**src/rtl/dual_rate_pwm_sched.sv**
```systemverilog
module dual_rate_pwm_sched #(
  parameter int CW = 16,
  parameter int PW = 8,
  parameter int GUARD = 22,
  parameter int ISR_LAT = 22
) (
  input  logic          clk,
  input  logic          rst_n,
  input  logic [CW-1:0] inv_half,
  input  logic [CW-1:0] boost_half,
  input  logic [CW-1:0] boost_phase,
  input  logic [CW-1:0] boost_cmp,
  input  logic [PW-1:0] inv_prescale,
  input  logic [PW-1:0] boost_prescale,
  input  logic          inv_at_peak,
  input  logic          boost_at_peak,
  output logic          inv_soc,
  output logic          boost_soc,
  output logic          inv_isr,
  output logic          boost_isr,
  output logic          boost_pwm,
  output logic          soc_clash
);
  localparam int GW = $clog2(GUARD + 2);
  localparam logic [GW-1:0] FAR  = GW'(GUARD + 1);
  localparam logic [GW-1:0] NEAR = GW'(GUARD);
  localparam logic [CW-1:0] ONE  = CW'(1);

  logic [CW-1:0] inv_cnt, boost_cnt;
  logic          inv_up, boost_up;
  logic [PW-1:0] inv_pre, boost_pre;
  logic          boost_alt;
  logic [GW-1:0] inv_gap, boost_gap;
  logic [ISR_LAT-1:0] inv_pipe, boost_pipe;

  logic inv_tick, boost_tick, sync, inv_ev, boost_ev, inv_soc_c, boost_soc_c, clash_c;

  assign inv_tick    = (inv_pre == inv_prescale);
  assign boost_tick  = (boost_pre == boost_prescale);
  assign sync        = inv_tick && (inv_cnt == '0);
  assign inv_ev      = inv_tick && (inv_at_peak ? (inv_cnt == inv_half) : (inv_cnt == '0));
  assign boost_ev    = boost_tick && !sync &&
                       (boost_at_peak ? (boost_cnt == boost_half) : (boost_cnt == '0));
  assign inv_soc_c   = inv_ev;
  assign boost_soc_c = boost_ev && !boost_alt;
  assign clash_c     = (inv_soc_c && (boost_soc_c || boost_gap <= NEAR)) ||
                       (boost_soc_c && inv_gap <= NEAR);

  always_ff @(posedge clk or negedge rst_n) begin
    if (!rst_n) begin
      inv_cnt <= '0;
      inv_up  <= 1'b1;
      inv_pre <= '0;
    end else begin
      inv_pre <= inv_tick ? '0 : inv_pre + 1'b1;
      if (inv_tick) begin
        if (inv_up) begin
          if (({1'b0, inv_cnt} + 1'b1) >= {1'b0, inv_half}) begin
            inv_cnt <= inv_half;
            inv_up  <= 1'b0;
          end else inv_cnt <= inv_cnt + 1'b1;
        end else begin
          if (inv_cnt <= ONE) begin
            inv_cnt <= '0;
            inv_up  <= 1'b1;
          end else inv_cnt <= inv_cnt - 1'b1;
        end
      end
    end
  end

  always_ff @(posedge clk or negedge rst_n) begin
    if (!rst_n) begin
      boost_cnt <= '0;
      boost_up  <= 1'b1;
      boost_pre <= '0;
      boost_alt <= 1'b0;
    end else if (sync) begin
      boost_cnt <= boost_phase;
      boost_up  <= 1'b1;
      boost_pre <= '0;
      boost_alt <= 1'b0;
    end else begin
      boost_pre <= boost_tick ? '0 : boost_pre + 1'b1;
      if (boost_ev) boost_alt <= ~boost_alt;
      if (boost_tick) begin
        if (boost_up) begin
          if (({1'b0, boost_cnt} + 1'b1) >= {1'b0, boost_half}) begin
            boost_cnt <= boost_half;
            boost_up  <= 1'b0;
          end else boost_cnt <= boost_cnt + 1'b1;
        end else begin
          if (boost_cnt <= ONE) begin
            boost_cnt <= '0;
            boost_up  <= 1'b1;
          end else boost_cnt <= boost_cnt - 1'b1;
        end
      end
    end
  end

  always_ff @(posedge clk or negedge rst_n) begin
    if (!rst_n) begin
      inv_gap   <= FAR;
      boost_gap <= FAR;
      inv_soc   <= 1'b0;
      boost_soc <= 1'b0;
      soc_clash <= 1'b0;
      boost_pwm <= 1'b0;
    end else begin
      inv_gap   <= inv_soc_c ? GW'(1) : ((inv_gap == FAR) ? FAR : inv_gap + 1'b1);
      boost_gap <= boost_soc_c ? GW'(1) : ((boost_gap == FAR) ? FAR : boost_gap + 1'b1);
      inv_soc   <= inv_soc_c;
      boost_soc <= boost_soc_c;
      soc_clash <= clash_c;
      boost_pwm <= (boost_cnt < boost_cmp);
    end
  end

  generate
    if (ISR_LAT == 1) begin : g_lat_one
      always_ff @(posedge clk or negedge rst_n) begin
        if (!rst_n) begin
          inv_pipe   <= '0;
          boost_pipe <= '0;
        end else begin
          inv_pipe   <= inv_soc;
          boost_pipe <= boost_soc;
        end
      end
    end else begin : g_lat_many
      always_ff @(posedge clk or negedge rst_n) begin
        if (!rst_n) begin
          inv_pipe   <= '0;
          boost_pipe <= '0;
        end else begin
          inv_pipe   <= {inv_pipe[ISR_LAT-2:0], inv_soc};
          boost_pipe <= {boost_pipe[ISR_LAT-2:0], boost_soc};
        end
      end
    end
  endgenerate

  assign inv_isr   = inv_pipe[ISR_LAT-1];
  assign boost_isr = boost_pipe[ISR_LAT-1];
endmodule


```
**config.mk**
```make
export PLATFORM = sky130hd
export DESIGN_NAME = dual_rate_pwm_sched
export DESIGN_NICKNAME = d
export VERILOG_FILES = /design/src/rtl/dual_rate_pwm_sched.sv
export SDC_FILE = /design/constraint.sdc
export NUM_CORES = 1
export LEC_CHECK = 0
export CORE_MARGIN = 4
export CORE_UTILIZATION = 40
export CTS_CLUSTER_SIZE = 24
export DETAILED_ROUTE_END_ITERATION = 7
export HOLD_SLACK_MARGIN = 0.15
export PLACE_DENSITY_LB_ADDON = 0.15
export SYNTH_ARGS = -nofsm -noshare
export SYNTH_HDL_FRONTEND = slang
export SYNTH_SLANG_ARGS = --single-unit
```
**constraint.sdc**
```tcl
create_clock -name clk -period 4.55 [get_ports clk]
set_input_delay 1.1375 -clock clk [delete_from_list [all_inputs] [get_ports clk]]
set_output_delay 1.1375 -clock clk [all_outputs]
set_load 0.01 [all_outputs]
```
==> reports/qor.log <==
[status] outcome finished, final reports clean
[timing] clock period minus worst slack 3.83 ns
[synth] most frequent cell after synthesis sky130_fd_sc_hd__dfrtp_1
[timing] final period utilization 0.841
[clocking] hold buffer count at cts 0
[synth] area share of the largest cell type after synthesis 0.333
[synth] average cell area after synthesis 9.11 um2
[timing] number of pins with negative max-slew slack in the final report 0
[timing] highest clock frequency the design can meet 261 MHz
[final_layout] final-layout fill cell count 1748
[placement] buffers added on ports 89
[synth] cell accounting for the most synthesized area sky130_fd_sc_hd__dfrtp_1
[clocking] worst skew pair latency 0.35 ns
[run] count of maximum capacitance violations 0
[drt] sum of routed wire length over all layers 18.5 mm
[synth] most frequently used flop master after synthesis sky130_fd_sc_hd__dfrtp_1
[die] width of the chip 144 um
[timing] slew at the pin closest to its max-slew limit 0.899 ns
[setup_path] crit path cell chain and3_1 -> nand3_1 -> nor2_1 -> nand4_1 -> xnor2_1 -> ha_1 -> nand3_1 -> nor3_1 -> a221o_1 -> nor2_2 -> buf_4 -> mux2i_1 -> o32ai_1
[setup_path] category of the worst setup path capture point flop
[placement] HPWL reported at the end of detailed placement 14.3 mm
[timing] post-route clock skew 0.00794 ns
[setup_path] Arr. time, crit path 4.08 ns
[clocking] Resized cells post-CTS 0
[final_layout] end-of-flow core utilization 0.486
[global_route] number of global-route vias before repair 5925
[synth] Synth Register Bits 109
[global_route] initial antenna violation count 0
[clocking] CTS Root Buffer Type sky130_fd_sc_hd__clkbuf_16
[synth] Mapped Nets 963
[synth] synth unique cells 66
[clocking] Worst-path clk slew 0.08 ns
[timing] RSZ-0062 raised after global routing false
[final_layout] Net count, final 1036
[setup_path] destination of the worst register-to-register timing path boost_cnt[14]$_DFFE_PN0P_
[clocking] clock tree from TritonCTS yes
[timing] final hold vios 0
[final_layout] fraction of layout cells with a size suffix above 1 0.0658
[final_layout] area of combinational cells with multiple inputs 4290 um2
[setup_path] CP startpoint boost_cnt[4]$_DFFE_PN0P_
[final_layout] area overhead of the layout relative to synthesis 18.4%
[clocking] # H-tree levels 3
[clocking] clk sink count 109
[clocking] Max Root-Sink Buffers 2
[die] core outline area 18100 um2
[setup_path] number of cells on the worst reg-to-reg path 13
[clocking] number of buffers added for setup after CTS 0
[synth] proportion of synthesized chip area in sequential cells 0.368
[die] die outline area 20900 um2
[placement] global placement routability congestion 0.846
[setup_path] Critical Path Max Stage Delay 0.61 ns
[drt] detailed-route DRC error count 0
[final_layout] Sequential Area 2740 um2
[synth] synthesized netlist cell count 818
[timing] setup TNS 0 ns
[timing] worst hold-check slack 0.346 ns
[final_layout] final antenna diode count 0
[hold_path] classification of the worst-slack hold path reg -> reg
[synth] largest cells by area after synthesis sky130_fd_sc_hd__dfrtp_1, sky130_fd_sc_hd__ha_1, sky130_fd_sc_hd__xnor2_1
[global_route] final global-route overflow total 0
[clocking] clock buffers created by TritonCTS 9
[setup_path] maximum fanout count along the critical path 10
[power_and_ir_drop] PwrDens 484 nW/um2
[setup_path] critical path's most frequent cell sky130_fd_sc_hd__nand3_1
[global_route] global-route wire length before repair 30.1 mm
[power_and_ir_drop] maximum resistive drop on vdd 0.000301 V
[drt] Detailed Route Iter0 Violations 400
[setup_path] end point of the critical path boost_cnt[14]$_DFFE_PN0P_
[synth] total of warnings raised by yosys 0
[hold_path] hold_sp inv_pipe[5]$_DFF_PN0_
[setup_path] worst endpoint required time 4.80 ns
[synth] fraction of registers with async set or reset after synthesis 1.00
[setup_path] r2r setup slk 0.72 ns
[drt] DR WL/cell 16.5 um
[drt] Via-to-Cell Ratio 5.41
[setup_path] Worst Setup Path Type reg -> reg
[timing] worst rel slew slack 0.401
[die] standard-cell row count 49
[synth] number of flops mapped to enable cells by yosys 0
[global_route] maximum number of pins on one net before global-route repair 74
[synth] most instantiated cells after synthesis sky130_fd_sc_hd__dfrtp_1, sky130_fd_sc_hd__nor2_1, sky130_fd_sc_hd__ha_1
[timing] Final setup violation count 0
[die] IO Pins 90
[synth] Mapped Area 7450 um2
[setup_path] slowest stage cell, crit path sky130_fd_sc_hd__dfrtp_1
[setup_path] launching element type of the critical path flop
[power_and_ir_drop] P_leak 4.04 nW
[drt] number of routed nets with antenna violations 0
[drt] router iterations before antenna repair 5
[drt] number of vias in the routed layout 6084
[die] vertical die dimension 144 um
[die] initial cell density of the core 0.411
[global_route] overall track demand over capacity in global routing 0.180
[setup_path] Critical R2R Launch boost_cnt[4]$_DFFE_PN0P_
==> through the flow <==
stage / area, um2 / worst slack, ns / power (mW) / std cells
global placement: 8520 / 0.672 / 3.47 / 1109
CTS: 8820 / 0.771 / 4.29 / 1125
detailed placement: 8520 / 0.623 / 3.48 / 1109
floorplan: 7450 / 1.24 / 2.97 / 818
finish: 8820 / 0.723 / 4.27 / 1125
global route: 8820 / 0.488 / 4.62 / 1125
==> cells in the final DEF (no fill, tap or decap), types with 23 or more instances in the layout <==
cell type                         synthesis  final
sky130_fd_sc_hd__a21oi_1                 42     42
sky130_fd_sc_hd__clkdlybuf4s50_1          0     88
sky130_fd_sc_hd__dfrtp_1                 99     99
sky130_fd_sc_hd__ha_1                    61     61
sky130_fd_sc_hd__inv_1                   57     57
sky130_fd_sc_hd__mux2i_1                 23     23
sky130_fd_sc_hd__nand2_1                 46     46
sky130_fd_sc_hd__nand3_1                 40     40
sky130_fd_sc_hd__nand4_1                 24     24
sky130_fd_sc_hd__nor2_1                  70     70
sky130_fd_sc_hd__o21ai_0                 45     45
sky130_fd_sc_hd__xnor2_1                 53     53
sky130_fd_sc_hd__xor2_1                  41     41
==> critical path, delay by kind of cell, from the launching register on <==
family,cells,cell delay [ns]
adder cells (fa/ha/maj),1,0.28
AND/OR/NAND/NOR,7,1.49
buffers and inverters,1,0.27
AO/OA/AOI/OAI,2,0.72
XOR/XNOR,1,0.23
flip-flops,1,0.61
multiplexers,1,0.10
==> routing by layer <==
layer	routed length (um)	vias to the layer above	global-route usage
met5	0	-	0
met4	172	0	0.0422
met3	998	16	0.0321
met2	8520	178	0.290
met1	8830	2859	0.254
li1	-	3031	-
==> cell type report <==
cell class              count  share of cell area
repair buffers            103               0.113
inverters                  57              0.0243
clock inverters             6             0.00709
flip-flops and latches    109               0.311
multi-input cells         611               0.486
clock buffers              10              0.0271
well taps                 229              0.0325
==> sequential cells by signal, summed over array words and instances (netlist names), 5 cells and up <==
signal      cells
boost_pipe     22
inv_pipe       22
boost_cnt      16
inv_cnt        16
boost_pre       8
inv_pre         8
boost_gap       5
inv_gap         5
==> how the worst min path moves through the flow <==
stage                               end  depth (start not counted)
4_1_cts           inv_pipe[6]$_DFF_PN0_                          0
5_1_grt          inv_pipe[16]$_DFF_PN0_                          0
3_5_place_dp    boost_pipe[1]$_DFF_PN0_                          0
2_1_floorplan  boost_pipe[10]$_DFF_PN0_                          0
6_report          inv_pipe[6]$_DFF_PN0_                          0
3_3_place_gp     inv_pipe[19]$_DFF_PN0_                          0
==> where the power goes <==
part / internal, mW / leakage, nW / total, mW / switching (mW)
combinational: 0.847 / 2.46 / 1.87 / 1.02
sequential: 1.21 / 1.43 / 1.61 / 0.400
clock: 0.406 / 0.151 / 0.794 / 0.388
total: 2.46 / 4.04 / 4.27 / 1.81
==> cell families after synthesis <==
| group | Yosys count | share of synthesized area |
|---|---|---|
| AND/OR/NAND/NOR | 268 | 0.189 |
| AO/OA/AOI/OAI | 165 | 0.142 |
| flip-flops | 109 | 0.368 |
| buffers and inverters | 98 | 0.0568 |
| XOR/XNOR | 94 | 0.111 |
| adder cells (fa/ha/maj) | 61 | 0.102 |
| multiplexers | 23 | 0.0309 |
No activity file was read; power rests on OpenSTA's default activity.
